--- config.mk ---
export PLATFORM = sky130hd
export DESIGN_NAME = warmRstSeq
export DESIGN_NICKNAME = d
export VERILOG_FILES = /design/src/rtl/warmRstPkg.sv /design/src/rtl/warmRstRegs.sv /design/src/rtl/warmRstCtrl.sv /design/src/rtl/warmRstSeq.sv
export SDC_FILE = /design/constraint.sdc
export NUM_CORES = 1
export LEC_CHECK = 0
export ABC_AREA = 1
export BUFFER_PORTS_ARGS = -buffer_cell sky130_fd_sc_hd__buf_2
export CAP_MARGIN = 5
export CORE_AREA = 3 3 89 57
export CTS_CLUSTER_SIZE = 24
export DETAILED_ROUTE_END_ITERATION = 10
export DIE_AREA = 0 0 92 60
export GPL_TIMING_DRIVEN = 0
export HOLD_SLACK_MARGIN = 0.05
export PLACE_DENSITY = 0.91
export SLEW_MARGIN = 5
export SYNTH_ARGS = -nofsm -noshare
export SYNTH_HDL_FRONTEND = slang
export SYNTH_SLANG_ARGS = --single-unit
export TNS_END_PERCENT = 1
--- constraint.sdc ---
create_clock -name clk -period 3.3 [get_ports clk]
set_input_delay 0.33 -clock clk [delete_from_list [all_inputs] [get_ports clk]]
set_output_delay 0.33 -clock clk [all_outputs]
set_load 0.01 [all_outputs]
--- src/rtl/warmRstPkg.sv ---
package warmRstPkg;

  typedef struct packed {
    logic setPending;
    logic clearAll;
  } seqStrobe_t;

  typedef enum logic [1:0] {
    ST_IDLE,
    ST_HS,
    ST_WARM,
    ST_COLD
  } seqState_t;

endpackage

--- src/rtl/warmRstRegs.sv ---
module warmRstRegs
  import warmRstPkg::*;
#(
  parameter int NA = 5,
  parameter logic [NA-1:0] EN_RESET = {1'b1, {(NA-1){1'b0}}}
) (
  input  logic          clk,
  input  logic          rstN,
  input  logic          wrEn,
  input  logic [31:0]   wrData,
  input  seqStrobe_t    strobe,
  input  logic [NA-1:0] agentAck,
  output logic [31:0]   rdData,
  output logic [NA-1:0] enable,
  output logic [NA-1:0] swReq,
  output logic          pending,
  output logic          warmTrig,
  output logic          coldTrig
);

  localparam int FIELD_BASE   = 4;
  localparam int FIELD_STRIDE = 4;
  localparam int PEND_BIT     = FIELD_BASE + NA * FIELD_STRIDE - 1;

  assign warmTrig = wrEn & wrData[1];
  assign coldTrig = wrEn & wrData[0];

  always_ff @(posedge clk or negedge rstN) begin
    if (!rstN) begin
      enable  <= EN_RESET;
      swReq   <= '0;
      pending <= 1'b0;
    end else if (strobe.clearAll) begin
      enable  <= EN_RESET;
      swReq   <= '0;
      pending <= 1'b0;
    end else begin
      if (wrEn) begin
        for (int i = 0; i < NA; i++) begin
          enable[i] <= wrData[FIELD_BASE + i * FIELD_STRIDE];
          swReq[i]  <= wrData[FIELD_BASE + i * FIELD_STRIDE + 1];
        end
      end
      if (strobe.setPending)
        pending <= 1'b1;
      else if (wrEn && wrData[PEND_BIT])
        pending <= 1'b0;
    end
  end

  always_comb begin
    rdData = '0;
    for (int i = 0; i < NA; i++) begin
      rdData[FIELD_BASE + i * FIELD_STRIDE]     = enable[i];
      rdData[FIELD_BASE + i * FIELD_STRIDE + 1] = swReq[i];
      rdData[FIELD_BASE + i * FIELD_STRIDE + 2] = agentAck[i];
    end
    rdData[PEND_BIT] = pending;
  end

endmodule

--- src/rtl/warmRstCtrl.sv ---
module warmRstCtrl
  import warmRstPkg::*;
#(
  parameter int NA   = 5,
  parameter int TW   = 8,
  parameter int HOLD = 8
) (
  input  logic          clk,
  input  logic          rstN,
  input  logic          warmTrig,
  input  logic          coldTrig,
  input  logic [NA-1:0] enable,
  input  logic [NA-1:0] agentInRst,
  input  logic [NA-1:0] agentAck,
  input  logic [TW-1:0] cfgTimeout,
  output seqStrobe_t    strobe,
  output logic [NA-1:0] hwReq,
  output logic          warmRstOut,
  output logic          coldRstOut
);

  localparam int IW = (NA > 1) ? $clog2(NA) : 1;
  localparam int CW = $clog2(HOLD + 1);

  seqState_t     state;
  logic [IW-1:0] idx;
  logic [TW-1:0] timer;
  logic [CW-1:0] holdCnt;
  logic [NA-1:0] held;

  logic skip, active, done, advance, lastIdx;

  assign skip    = !enable[idx] || agentInRst[idx];
  assign active  = (state == ST_HS) && !skip;
  assign done    = agentAck[idx] || (timer == cfgTimeout);
  assign advance = skip || done;
  assign lastIdx = (32'(idx) == NA - 1);

  assign strobe.clearAll   = coldTrig;
  assign strobe.setPending = (state == ST_HS) && advance && lastIdx && enable[NA-1];

  assign hwReq      = held | (active ? (NA'(1) << idx) : '0);
  assign warmRstOut = (state == ST_WARM);
  assign coldRstOut = (state == ST_COLD);

  always_ff @(posedge clk or negedge rstN) begin
    if (!rstN) begin
      state   <= ST_IDLE;
      idx     <= '0;
      timer   <= '0;
      holdCnt <= '0;
      held    <= '0;
    end else if (coldTrig) begin
      state   <= ST_COLD;
      idx     <= '0;
      timer   <= '0;
      holdCnt <= '0;
      held    <= '0;
    end else begin
      case (state)
        ST_IDLE: begin
          if (warmTrig) begin
            state <= ST_HS;
            idx   <= '0;
            timer <= '0;
          end
        end
        ST_HS: begin
          if (advance) begin
            timer <= '0;
            if (active) held[idx] <= 1'b1;
            if (lastIdx) begin
              state   <= ST_WARM;
              holdCnt <= '0;
            end else begin
              idx <= idx + 1'b1;
            end
          end else begin
            timer <= timer + 1'b1;
          end
        end
        default: begin
          if (holdCnt == CW'(HOLD - 1)) begin
            state <= ST_IDLE;
            held  <= '0;
          end else begin
            holdCnt <= holdCnt + 1'b1;
          end
        end
      endcase
    end
  end

endmodule

--- src/rtl/warmRstSeq.sv ---
module warmRstSeq
  import warmRstPkg::*;
#(
  parameter int NUM_AGENTS  = 5,
  parameter int TIMER_W     = 8,
  parameter int HOLD_CYCLES = 8
) (
  input  logic                  clk,
  input  logic                  rstN,
  input  logic                  wrEn,
  input  logic [31:0]           wrData,
  output logic [31:0]           rdData,
  input  logic [TIMER_W-1:0]    cfgTimeout,
  input  logic [NUM_AGENTS-1:0] agentAck,
  input  logic [NUM_AGENTS-1:0] agentInRst,
  output logic [NUM_AGENTS-1:0] agentReq,
  output logic                  warmRstOut,
  output logic                  coldRstOut
);

  seqStrobe_t            strobe;
  logic [NUM_AGENTS-1:0] enable;
  logic [NUM_AGENTS-1:0] swReq;
  logic [NUM_AGENTS-1:0] hwReq;
  logic                  pending;
  logic                  warmTrig;
  logic                  coldTrig;

  warmRstRegs #(.NA(NUM_AGENTS)) regs (
    .clk      (clk),
    .rstN     (rstN),
    .wrEn     (wrEn),
    .wrData   (wrData),
    .strobe   (strobe),
    .agentAck (agentAck),
    .rdData   (rdData),
    .enable   (enable),
    .swReq    (swReq),
    .pending  (pending),
    .warmTrig (warmTrig),
    .coldTrig (coldTrig)
  );

  warmRstCtrl #(.NA(NUM_AGENTS), .TW(TIMER_W), .HOLD(HOLD_CYCLES)) ctrl (
    .clk        (clk),
    .rstN       (rstN),
    .warmTrig   (warmTrig),
    .coldTrig   (coldTrig),
    .enable     (enable),
    .agentInRst (agentInRst),
    .agentAck   (agentAck),
    .cfgTimeout (cfgTimeout),
    .strobe     (strobe),
    .hwReq      (hwReq),
    .warmRstOut (warmRstOut),
    .coldRstOut (coldRstOut)
  );

  assign agentReq = swReq | hwReq | {pending, {(NUM_AGENTS-1){1'b0}}};

endmodule

* After elaboration in Yosys (flattened, before gate mapping)
Index checks and enable logic that the tools add are counted.
** Word-level totals
- Input bits :: 53
- Flip-flop bits (word level) :: 33
** Cells by class
- $lt $le $gt $ge :: 2
- Add/subtract/negate cells :: 3
- Equality and inequality tests :: 13
- Shift-type cells :: 1
- Mux-type cells :: 41
- Bitwise logic cells :: 6
- Reduce and logical (&&, ||, !) cells :: 22
** Operator list (number)
- 2-to-1 mux 5 bit :: 9
- 2-to-1 mux 8 bit :: 3
- OR 5 bit :: 4
- 2-to-1 mux 4 bit :: 4
- case mux 8 bit (2 select lines) :: 1
- AND reduction 4 bit :: 4
- != test 3 x 2 -> 1 bit (second input constant) :: 5
- 2-to-1 mux 3 bit :: 4
- 2-to-1 mux 2 bit :: 5
- case mux 5 bit (2 select lines) :: 1
- binary-select mux 1 bit (select 3 bit) :: 3
- nonzero test 3 bit :: 3
- adder 8 x 1 -> 8 bit (second input constant) :: 1
- equality test 8 bit :: 1
- case mux 4 bit (2 select lines) :: 1
- 2-to-1 mux 1 bit :: 7
- logical AND 1 bit :: 6
- case mux 3 bit (2 select lines) :: 1
- left shift 1 x 3 -> 5 bit (first input constant) :: 1
- adder 4 x 1 -> 4 bit (second input constant) :: 1
- equality test 2 bit (second input constant) :: 2
- equality test 4 x 3 -> 1 bit (second input constant) :: 1
- less-than comparator 3 x 4 -> 1 bit (second input constant) :: 1
- case mux 2 bit (2 select lines) :: 1
- other kinds (14) :: 18

* Depth between registers and ports, before layout
Gate-level depths: netlist of run 1.
- Depth in word-level cells :: 10
- Gate-level depth with buffers :: 12

* Modules after synthesis
From an unflattened synthesis of run 1, not the netlist that was laid out.
** Second synthesis, totals
- Cell total of the unflattened synthesis :: 368
- Area total of the unflattened synthesis :: 2593.7 um^2
** Modules (own cells, without submodules)
- warmRstCtrl :: area an instance 1850.5 um^2, instances 1, cells each 275
- warmRstRegs :: area an instance 706.9 um^2, instances 1, cells each 86
- warmRstSeq :: area an instance 36.3 um^2, instances 1, cells each 7

* Worst setup path after synthesis of run 1
No wires, ideal clock.
- Path type :: register to output
- Start point :: reg ctrl.idx[0]
- End point :: out agentReq[2]
- Arrival time :: 1367 ps
- Cell stages (with the launch flop) :: 9
- Buffers on the path :: 1
- Slack :: 1603 ps
- Required time :: 2970 ps
- Cells stage by stage :: dfrtp_1 > buf_2 > nor2_2 > nand3_1 > nand2_1 > o21ai_0 > nor2_1 > nand3_1 > nand3_1
** Between the ends
- Cells in the longest elaborated chain, start to end :: 10
- Elaborated cells between the ends (all ways) :: 13
** Ends and longest elaborated chain
- from (decl) :: line warmRstCtrl.sv:26 : logic [IW-1:0] idx;
- from (signal assigned) :: line warmRstCtrl.sv:76 : idx <= idx + 1'b1;
- binary-select mux 1 bit (select 3 bit) :: line warmRstCtrl.sv:33 : assign skip = !enable[idx] || agentInRst[idx];
- 2-to-1 mux 1 bit (implied by the code) :: line warmRstCtrl.sv:33
- logical NOT 1 bit :: line warmRstCtrl.sv:33
- logical OR 1 bit :: line warmRstCtrl.sv:33
- logical NOT 1 bit :: line warmRstCtrl.sv:34 : assign active = (state == ST_HS) && !skip;
- logical AND 1 bit :: line warmRstCtrl.sv:34
- 2-to-1 mux 5 bit * :: line warmRstCtrl.sv:42 : assign hwReq = held | (active ? (NA'(1) << idx) : '0);
- OR 5 bit * :: line warmRstCtrl.sv:42
- OR 5 bit * (2 in series) :: line warmRstSeq.sv:59 : assign agentReq = swReq | hwReq | {pending, {(NUM_AGENTS-1){1'b0}}};
- to (decl) :: line warmRstSeq.sv:16 : output logic [NUM_AGENTS-1:0] agentReq,
Mark *: on every way between the ends. The rest lies on a longest branch, timed or not. The select of a mux whose other input is x is not followed.

* Worst setup path after layout of run 1
- Start point :: reg ctrl.idx[0]
- End point :: out agentReq[0]
The elaborated chain is that of the path after synthesis.

==> results of run 1 <==
## layer usage
layer,global-route usage,share of wire,vias to the layer above
met3,0.0516,0.084,9
met1,0.289,0.46,1073
met5,0,0,-
met4,0.0381,0.0080,0
li1,-,-,1158
met2,0.350,0.45,104
## final cells by class
type,count,area [um2]
tap,60,75.1
multi-input combinational,238,1140
timing repair buffer,55,275
inverter,47,176
fill,377,1410
sequential,33,827
clock inverter,2,10.0
clock buffer,6,72.6
buffer,28,204
## worst min-delay path by stage
stage / cells after the start / slack (ns) / from / to
finish: 1 / 0.11 / rstN / regs.enable[1]
global route: 1 / 0.16 / rstN / regs.swReq[1]
CTS: 1 / 0.13 / rstN / ctrl.timer[2]
detailed placement: 1 / 0.44 / rstN / ctrl.timer[7]
global placement: 1 / 0.43 / rstN / regs.enable[1]
floorplan: 0 / 0.03 / rstN / ctrl.held[0]
## logic make-up after synthesis
group / count (synthesis)
AOI/OAI and AO/OA: 27
xor gates and xnor gates: 8
other: 1
and+or+nand+nor: 180
buffers and inverters: 75
adders and majority gates: 7
DFF: 33
## power breakdown
part / internal [mW] / switching [mW]
registers: 0.444 / 0.0364
logic: 0.128 / 0.203
clock network: 0.146 / 0.152
## state kept, by name, summed over array words and instances (netlist names)
signal / count
ctrl.state: 2
regs.pending: 1
ctrl.held: 5
regs.enable: 5
ctrl.timer: 8
regs.swReq: 5
ctrl.holdCnt: 4
ctrl.idx: 3
## cell usage after synthesis, types with 2 or more instances
| cell | instances |
|---|---|
| inv_1 | 43 |
| nor2_2 | 3 |
| o21ai_1 | 2 |
| nand3_2 | 2 |
| nand3_1 | 23 |
| nor3_1 | 3 |
| a22o_1 | 3 |
| buf_2 | 4 |
| ha_1 | 7 |
| o21ai_0 | 7 |
| a21oi_1 | 14 |
| xor2_1 | 7 |
| buf_4 | 23 |
| nand4_1 | 12 |
| inv_2 | 4 |
| nand2_1 | 102 |
| dfrtp_1 | 32 |
| nor2_1 | 32 |
## metrics by stage
| step | instances | utilization | hold slack (ns) | setup slack, ns | total power, mW |
|---|---|---|---|---|---|
| finish | 469 | 0.663 | 0.110 | 0.708 | 1.11 |
| global route | 469 | 0.663 | 0.159 | 0.555 | 1.18 |
| CTS | 469 | 0.663 | 0.131 | 0.791 | 1.11 |
| detailed placement | 461 | 0.644 | 0.440 | 1.09 | 0.813 |
| global placement | 461 | 0.644 | 0.430 | 1.16 | 0.798 |
| floorplan | 346 | - | 0.0344 | 1.60 | 0.700 |
==> impl_metrics.ini, run 1 <==
[cells_and_area]
final_cell_area_um2 = 2780
layout-drive-gt1-share = 0.247
layout_common_cells = nand2_1, buf_2, inv_1, nor2_1, dfrtp_1
layout_commonest_cell = nand2_1
diodes = 0
area_growth_pct = 21.4
nets = 468

[grt]
grt_pass1_vias = 2146
grt_pass1_wl_mm = 9.37
grt_use_total = 0.211
grt_overflow_total = 0
antenna_found_initial = 0
grt_max_degree = 34

[drt]
viasPerCell = 5.00
drt_first_pass_iters = 5
post-route-drc-count = 0
vias = 2344
ant_nets = 0
drt_iter0_drc = 230
wirelength_mm = 5.77
wl_per_cell_um = 12.3

[worst_setup_path]
crit_start = ctrl.idx[0]
rr_endpoint = ctrl.held[1]
critPathMaxFanout = 10
max_stage_delay_ns = 0.42
crit_required_ns = 2.97
crit_slowest_cell = dfrtp_1
crit_type = reg -> out
cp.depth = 9
reg2reg_slack_ns = 1.23
start_kind = flop
setup.worst_path.end = agentReq[0]
arrival_ns = 2.26
path_buf_inv = 2
critPathTopFamily = simple AND/OR/NAND/NOR gates
r2r-start = ctrl.idx[0]
end_kind = output pin
r2r_cells = 9
path_cells = buf_2, nor2_2, nand3_1, nand2_1, o21ai_0, nor2_1, nand3_1, nand2_1, buf_2

[clock_tree]
clk_pin_slew_worst_paths_ns = 0.07
root_buffer = clkbuf_8
insertion_delay_ns = 0.29
cts_hold_buf = 0
cts_buffers = 5
post_cts_buffers = 0
post_cts_resized = 0
cts_tree = yes
htree_levels = 2
clock_sinks = 33
cts_buffer_depth = 2

[power_and_ir_drop]
p_per_area_nw_per_um2 = 399
p_leak_nw = 1.62
ir_drop_v = 0.000310

[timing]
rsz0062_at_grt = false
fmax_mhz = 386
slew_headroom = 0.501
final-max-slew-violation-count = 0
setup_viol = 0
fin_skew_ns = 0.00872
tns_ns = 0
tightest_slew_ns = 0.748
finalCritPeriodShare = 0.785
finalCriticalPeriod_ns = 2.59
hold_violations = 0

[hold_path]
hold_path_class = in -> async

[synthesis]
synth_compound_area_frac = 0.0645
syn_inst = 331
synth.area.top_cells = dfrtp_1, nand2_1, buf_4
async_flop_share = 1.00
synth-simple-area-share = 0.338
postSynthRegisterBits = 33
synthMuxAreaShare = 0
synthDistinctLibCells = 26
synth_top_family_by_area = simple AND/OR/NAND/NOR gates
synth_area_per_cell_um2 = 6.92
post-synth-top-area-cell = dfrtp_1
netlist.area_leader.share = 0.350
yosysSeqAreaShare = 0.361
synth_fa_ha_area_frac = 0.0383
synth_warnings = 0
synth_xor_area_frac = 0.0306
syn_area_um2 = 2290
synth_edf_count = 0
ys.flop_type = dfrtp_1

[floorplan]
die_area_um2 = 5520
ios = 92
row_count = 18
start_util = 0.547
die_x_um = 92
core_um2 = 4190
die_h_um = 60

[placed_design]
hpwlAfterDp_mm = 4.48
port-buffer-count = 55
globalplace.congestion = 0.863
placedInstanceArea_um2 = 2700

[flow_run]
drv_cap = 0

[status]
outcome = complete, no violations
Power figures use the tool's default switching activity.
==> run 2: changes to the inputs <==
--- a/config.mk
+++ b/config.mk
@@ -8,13 +8,13 @@
 export ABC_AREA = 1
 export BUFFER_PORTS_ARGS = -buffer_cell sky130_fd_sc_hd__buf_2
 export CAP_MARGIN = 5
-export CORE_AREA = 3 3 89 57
+export CORE_AREA = 3 3 98 62
 export CTS_CLUSTER_SIZE = 24
 export DETAILED_ROUTE_END_ITERATION = 10
-export DIE_AREA = 0 0 92 60
+export DIE_AREA = 0 0 101 65
 export GPL_TIMING_DRIVEN = 0
 export HOLD_SLACK_MARGIN = 0.05
-export PLACE_DENSITY = 0.91
+export PLACE_DENSITY = 0.81
 export SLEW_MARGIN = 5
 export SYNTH_ARGS = -nofsm -noshare
 export SYNTH_HDL_FRONTEND = slang
==> constraint.sdc (replaced) <==
create_clock -name clk -period 2.3 [get_ports clk]
set_input_delay 0.23 -clock clk [delete_from_list [all_inputs] [get_ports clk]]
set_output_delay 0.23 -clock clk [all_outputs]
set_load 0.01 [all_outputs]
==> run 2 against run 1 <==
Final area is 1.5% higher. Flip-flop and latch count stayed put. Critical path type unchanged. Utilization is 12 points lower. Highest routed layer unchanged. Clock power is 56% higher.
==> impl_metrics.ini, run 2 (synthesis results as in run 1) <==
[power_and_ir_drop]
p_leak_nw = 1.63
sw_frac_of_total = 0.344
total_power_mw = 1.63
pwr-share-comb = 0.288
pwr-share-seq = 0.426
p_switching_uw = 559
pwr-share-clk = 0.285
ir_drop_v = 0.000254
internal_power_mw = 1.07
p_per_area_nw_per_um2 = 577

[cells_and_area]
top_register = ctrl.timer
regArea_um2 = 828
largest_reg_flops = 8
layout_commonest_cell = nand2_1
layout_common_cells = nand2_1, buf_2, inv_1, nor2_1, dfrtp_1
area_growth_pct = 23.2
instances_no_fill = 476
multi_input_area_um2 = 1150
diodes = 0
nets = 469
layout-drive-gt1-share = 0.249
fill_cells = 515
utilization = 0.547

[worst_setup_path]
start_kind = flop
arrival_ns = 1.93
crit_required_ns = 2.07
cp_common_cell = nand3_1
path_cells = buf_4, nor2_4, nand3_1, nand2_1, o21ai_1, nor2_2, nand3_1, nand3_1, buf_2
r2r-start = ctrl.idx[0]
critPathMaxFanout = 10
crit_type = reg -> out
crit_slowest_cell = dfrtp_1
crit_start = ctrl.idx[0]
max_stage_delay_ns = 0.43
end_kind = output pin

[timing]
fin_skew_ns = 0.00921
final-max-slew-violation-count = 0
finalCriticalPeriod_ns = 2.16
fmax_mhz = 463
finalCritPeriodShare = 0.939
setup_ws_ns = 0.140
slew_headroom = 0.506
tightest_slew_ns = 0.740
hold_violations = 0
tns_ns = 0
setup_viol = 0
rsz0062_at_grt = false

[floorplan]
die_area_um2 = 6570
die_x_um = 101
start_util = 0.444
die_h_um = 65
row_count = 20
ios = 92
core_um2 = 5150

[hold_path]
hold_path_class = in -> reg
hp-start = wrData[5]

[placed_design]
preCtsSetupSlack_ns = 0.250
dpl.cell_count = 467
hpwlAfterDp_mm = 4.45
port-buffer-count = 55
globalplace.congestion = 0.883

[grt]
grt_max_degree = 34
grt_pass1_wl_mm = 9.65
grt_use_total = 0.183
antenna_found_initial = 0
grt_pass1_vias = 2152
grt_overflow_total = 0

[status]
outcome = complete, no violations

[clock_tree]
cts_buffer_depth = 2
root_buffer = clkbuf_8
cts_tree = yes
htree_levels = 2
clk_pin_slew_worst_paths_ns = 0.08
insertion_delay_ns = 0.29
clock_sinks = 33
cts_buffers = 5

[drt]
drt_iter0_drc = 121
ant_nets = 0
vias = 2284
wl_per_cell_um = 12.1
wirelength_mm = 5.76
drt_first_pass_iters = 5
viasPerCell = 4.80
post-route-drc-count = 0

[flow_run]
drv_cap = 0
[run 2: cell types whose count changed in the layout (fill, tap and decap cells not counted), sizes merged]
cell and delta:
clkbuf +2, clkinv -2, dlygate4sd3 +1
[run 2: critical path, delay by kind of cell, from the launching register on]
| kind | cells | cell delay [ns] |
|---|---|---|
| and+or+nand+nor | 6 | 0.74 |
| AOI/OAI and AO/OA | 1 | 0.13 |
| buffers and inverters | 2 | 0.34 |
| DFF | 1 | 0.43 |
[run 2: per-stage QoR]
stage / hold WS, ns / instance area (um2)
4_1_cts: 0.129 / 2810
3_3_place_gp: 0.325 / 2700
5_1_grt: 0.136 / 2820
3_5_place_dp: 0.339 / 2700
6_report: 0.134 / 2820
2_1_floorplan: -0.0656 / 2350
[run 2: final cells by class]
| class | count | area share |
|---|---|---|
| plain buffers | 28 | 0.0732 |
| clock buffers | 8 | 0.0319 |
| inverters | 47 | 0.0626 |
| multi-input cells | 238 | 0.408 |
| flip-flops and latches | 33 | 0.294 |
| well taps | 66 | 0.0293 |
| repair buffers | 56 | 0.101 |
[run 2: power by group through the flow]
stage	sequential, mW	clock, mW	combinational (mW)
2_1_floorplan	0.697	0	0.308
3_3_place_gp	0.701	0	0.449
3_5_place_dp	0.703	0	0.461
4_1_cts	0.693	0.470	0.468
5_1_grt	0.701	0.497	0.529
6_report	0.694	0.464	0.470
[run 2: timing repair]
action,4_1_cts,5_1_grt
hold endpoints to repair,32,0
pin swaps,1,1
hold buffers,1,0
endpoints found under the setup margin,4,5
buffers inserted,0,0
gates resized for setup,2,5
[run 2: worst paths after layout]
path	endpoint	slack, ns	depth (start not counted)
max	agentReq[2]	0.14	9
min	regs.swReq[0]	0.13	3
max reg2reg	ctrl.holdCnt[3]	0.44	9
min reg2reg	ctrl.held[2]	0.48	2
max in group asynchronous	ctrl.idx[1]	1.23	2
min in group asynchronous	ctrl.timer[1]	0.55	2
[run 2: metal layers]
layer,GRT usage,vias to the layer above,routed length [um]
li1,-,1157,-
met2,0.289,98,2570
met3,0.0452,6,503
met5,0,-,0
met4,0.0431,0,40
met1,0.254,1023,2650
==> run 3: changes to the inputs <==
--- a/config.mk
+++ b/config.mk
@@ -5,16 +5,17 @@
 export SDC_FILE = /design/constraint.sdc
 export NUM_CORES = 1
 export LEC_CHECK = 0
-export ABC_AREA = 1
 export BUFFER_PORTS_ARGS = -buffer_cell sky130_fd_sc_hd__buf_2
 export CAP_MARGIN = 5
-export CORE_AREA = 3 3 98 62
+export CELL_PAD_IN_SITES_DETAIL_PLACEMENT = 1
+export CELL_PAD_IN_SITES_GLOBAL_PLACEMENT = 1
+export CORE_AREA = 3 3 112 71
 export CTS_CLUSTER_SIZE = 24
 export DETAILED_ROUTE_END_ITERATION = 10
-export DIE_AREA = 0 0 101 65
+export DIE_AREA = 0 0 115 74
 export GPL_TIMING_DRIVEN = 0
 export HOLD_SLACK_MARGIN = 0.05
-export PLACE_DENSITY = 0.81
+export PLACE_DENSITY = 0.82
 export SLEW_MARGIN = 5
 export SYNTH_ARGS = -nofsm -noshare
 export SYNTH_HDL_FRONTEND = slang
==> run 3 against run 2 <==
Maximum frequency shrank 3.7%. Power grew 57%. Worst hold slack worse by 0.10 ns. Largest cell class unchanged. Synthesized cell count shrank 28%. Clock skew shrank 0.0049 ns. Clock-buffer cell count decreased by 1. Sequential share of layout area down 1.8 points. Flip-flop and latch count unchanged. Critical path type unchanged. Highest routed layer unchanged. Critical path depth is 2 lower. Critical endpoint is now agentReq[0]. First-iteration DRC count fell by 27%. Setup slack got worse by 0.083 ns.
==> impl_metrics.ini, run 3 <==
[synthesis]
postSynthRegisterBits = 33
netlist.area_leader.share = 0.360
post-synth-top-area-cell = dfrtp_1
synth_commonest_cells = dfrtp_1, nand2_1, buf_4, o21ai_0, inv_1
synthDistinctLibCells = 50
synth_area_per_cell_um2 = 9.30
syn_inst = 239
synth_warnings = 0
synth.area.top_cells = dfrtp_1, buf_4, nand2_1
synth_edf_count = 0
ys.flop_type = dfrtp_1
async_flop_share = 1.00
syn_area_um2 = 2220
yosysSeqAreaShare = 0.372

[timing]
hold_slack_ns = 0.0297
fin_skew_ns = 0.00430
final-max-slew-violation-count = 0
finalCritPeriodShare = 0.975
tns_ns = 0
finalCriticalPeriod_ns = 2.24
tightest_slew_ns = 0.783
setup_viol = 0
fmax_mhz = 446
hold_violations = 0
slew_headroom = 0.478
rsz0062_at_grt = true

[floorplan]
core_um2 = 7090
die_x_um = 115
die_h_um = 74
ios = 92
die_area_um2 = 8510
row_count = 24
start_util = 0.314

[power_and_ir_drop]
p_switching_uw = 909
sw_frac_of_total = 0.356
pwr-share-comb = 0.412
ir_drop_v = 0.000263
p_leak_nw = 1.47
pwr-share-clk = 0.308
internal_power_mw = 1.64
pwr-share-seq = 0.280
total_power_mw = 2.55
p_per_area_nw_per_um2 = 848

[placed_design]
globalplace.congestion = 0.844
port-buffer-count = 56
placedInstanceArea_um2 = 2670
hpwlAfterDp_mm = 4.97

[cells_and_area]
top_register = ctrl.timer
multi_input_area_um2 = 1220
diodes = 0
largest_reg_flops = 8
layout_commonest_cell = buf_2
nets = 390
fill_cells = 853
area_growth_pct = 35.3
layout_common_cells = buf_2, buf_4, nand2_1, dfrtp_1, o21ai_0
layout-drive-gt1-share = 0.375
regArea_um2 = 828
final_cell_area_um2 = 3010
utilization = 0.424

[drt]
vias = 2040
ant_nets = 0
drt_iter0_drc = 88
wirelength_mm = 6.59
drt_first_pass_iters = 4
viasPerCell = 4.83
post-route-drc-count = 0
wl_per_cell_um = 15.6

[grt]
grt_pass1_vias = 2087
antenna_found_initial = 0
grt_overflow_total = 0
grt_use_total = 0.158
grt_pass1_wl_mm = 10.5
grt_max_degree = 34

[worst_setup_path]
r2r_cells = 9
end_kind = output pin
critPathMaxFanout = 6
crit_required_ns = 2.07
crit_type = reg -> out
arrival_ns = 2.01
start_kind = flop

[clock_tree]
root_buffer = clkbuf_16
cts_hold_buf = 0
cts_tree = yes
clk_pin_slew_worst_paths_ns = 0.05
insertion_delay_ns = 0.28
clock_sinks = 33
cts_buffers = 5
cts_buffer_depth = 2
htree_levels = 2

[hold_path]
hold_path_class = in -> async

[flow_run]
drv_cap = 0

[status]
outcome = complete, no violations
==> run 3: changes by cell type after synthesis, sizes merged, moves of 5 or more <==
cell | previous run | this run
nand2 | 102 | 32
inv | 47 | 16
nor2 | 36 | 14
nand3 | 25 | 7
nand4 | 12 | 1
o21ai | 9 | 19
a21oi | 14 | 6
nor2b | 0 | 6
a31oi | 0 | 5
==> run 3: cell families after synthesis <==
kind of cell               count (synthesis)  synth area share
xor gates and xnor gates                  14            0.0552
muxes                                      4            0.0180
AOI/OAI and AO/OA                         55             0.209
DFF                                       33             0.372
buffers and inverters                     47             0.126
adders and majority gates                  7            0.0394
other                                      1           0.00169
and+or+nand+nor                           78             0.179
==> run 3: per-layer routing <==
metal / up-vias / track usage / share of wire
met5: - / 0 / 0
met4: 0 / 0.0352 / 0.0079
met3: 7 / 0.0341 / 0.055
met2: 57 / 0.261 / 0.46
met1: 1000 / 0.216 / 0.47
li1: 976 / - / -
==> run 3: timing repair <==
item,in CTS,in global routing
resized for setup,8,6
endpoints found under the setup margin,5,6
pin swaps,6,3
buffers inserted,8,5
==> run 3: path summary, 6_finish.rpt <==
check / start / endpoint / slack, ns
min in group clk: wrData[17] / regs.swReq[3] / 0.16
max in group asynchronous: rstN / ctrl.idx[1] / 1.72
worst min register to register: ctrl.holdCnt[3] / ctrl.holdCnt[3] / 0.52
worst max-delay path: ctrl.idx[0] / agentReq[0] / 0.06
worst min-delay path: rstN / ctrl.holdCnt[2] / 0.03
worst max register to register: ctrl.idx[0] / ctrl.state[0] / 0.23
==> run 3: power groups by stage <==
stage          clock [mW]  combinational, mW  sequential [mW]
2_1_floorplan           0              0.639            0.719
3_3_place_gp            0              0.857            0.725
3_5_place_dp            0              0.891            0.732
4_1_cts             0.794              0.975            0.714
5_1_grt             0.817               1.16            0.726
6_report            0.786               1.05            0.714
==> run 3: cell type report <==
| type | count | share of cell area |
|---|---|---|
| Buffer | 31 | 0.0774 |
| Clock inverter | 1 | 0.00998 |
| Clock buffer | 7 | 0.0474 |
| Sequential cell | 33 | 0.275 |
| Tap cell | 91 | 0.0379 |
| Multi-Input combinational cell | 174 | 0.406 |
| Inverter | 16 | 0.0208 |
| Timing Repair Buffer | 69 | 0.126 |
==> run 3: worst max-delay path: stages, from the launching register on <==
cell and delay, ns:
dfrtp_1 0.38, buf_6 0.14, inv_1 0.17, a21oi_2 0.07, o32ai_4 0.34, nor3_4 0.12
a311o_1 0.37, buf_2 0.14
==> run 3: per-stage QoR <==
step                setup slack [ns]  cells
floorplan                      0.444    254
global placement               0.148    401
detailed placement             0.141    401
CTS                          0.00665    417
global route                 -0.0424    422
finish                        0.0572    422
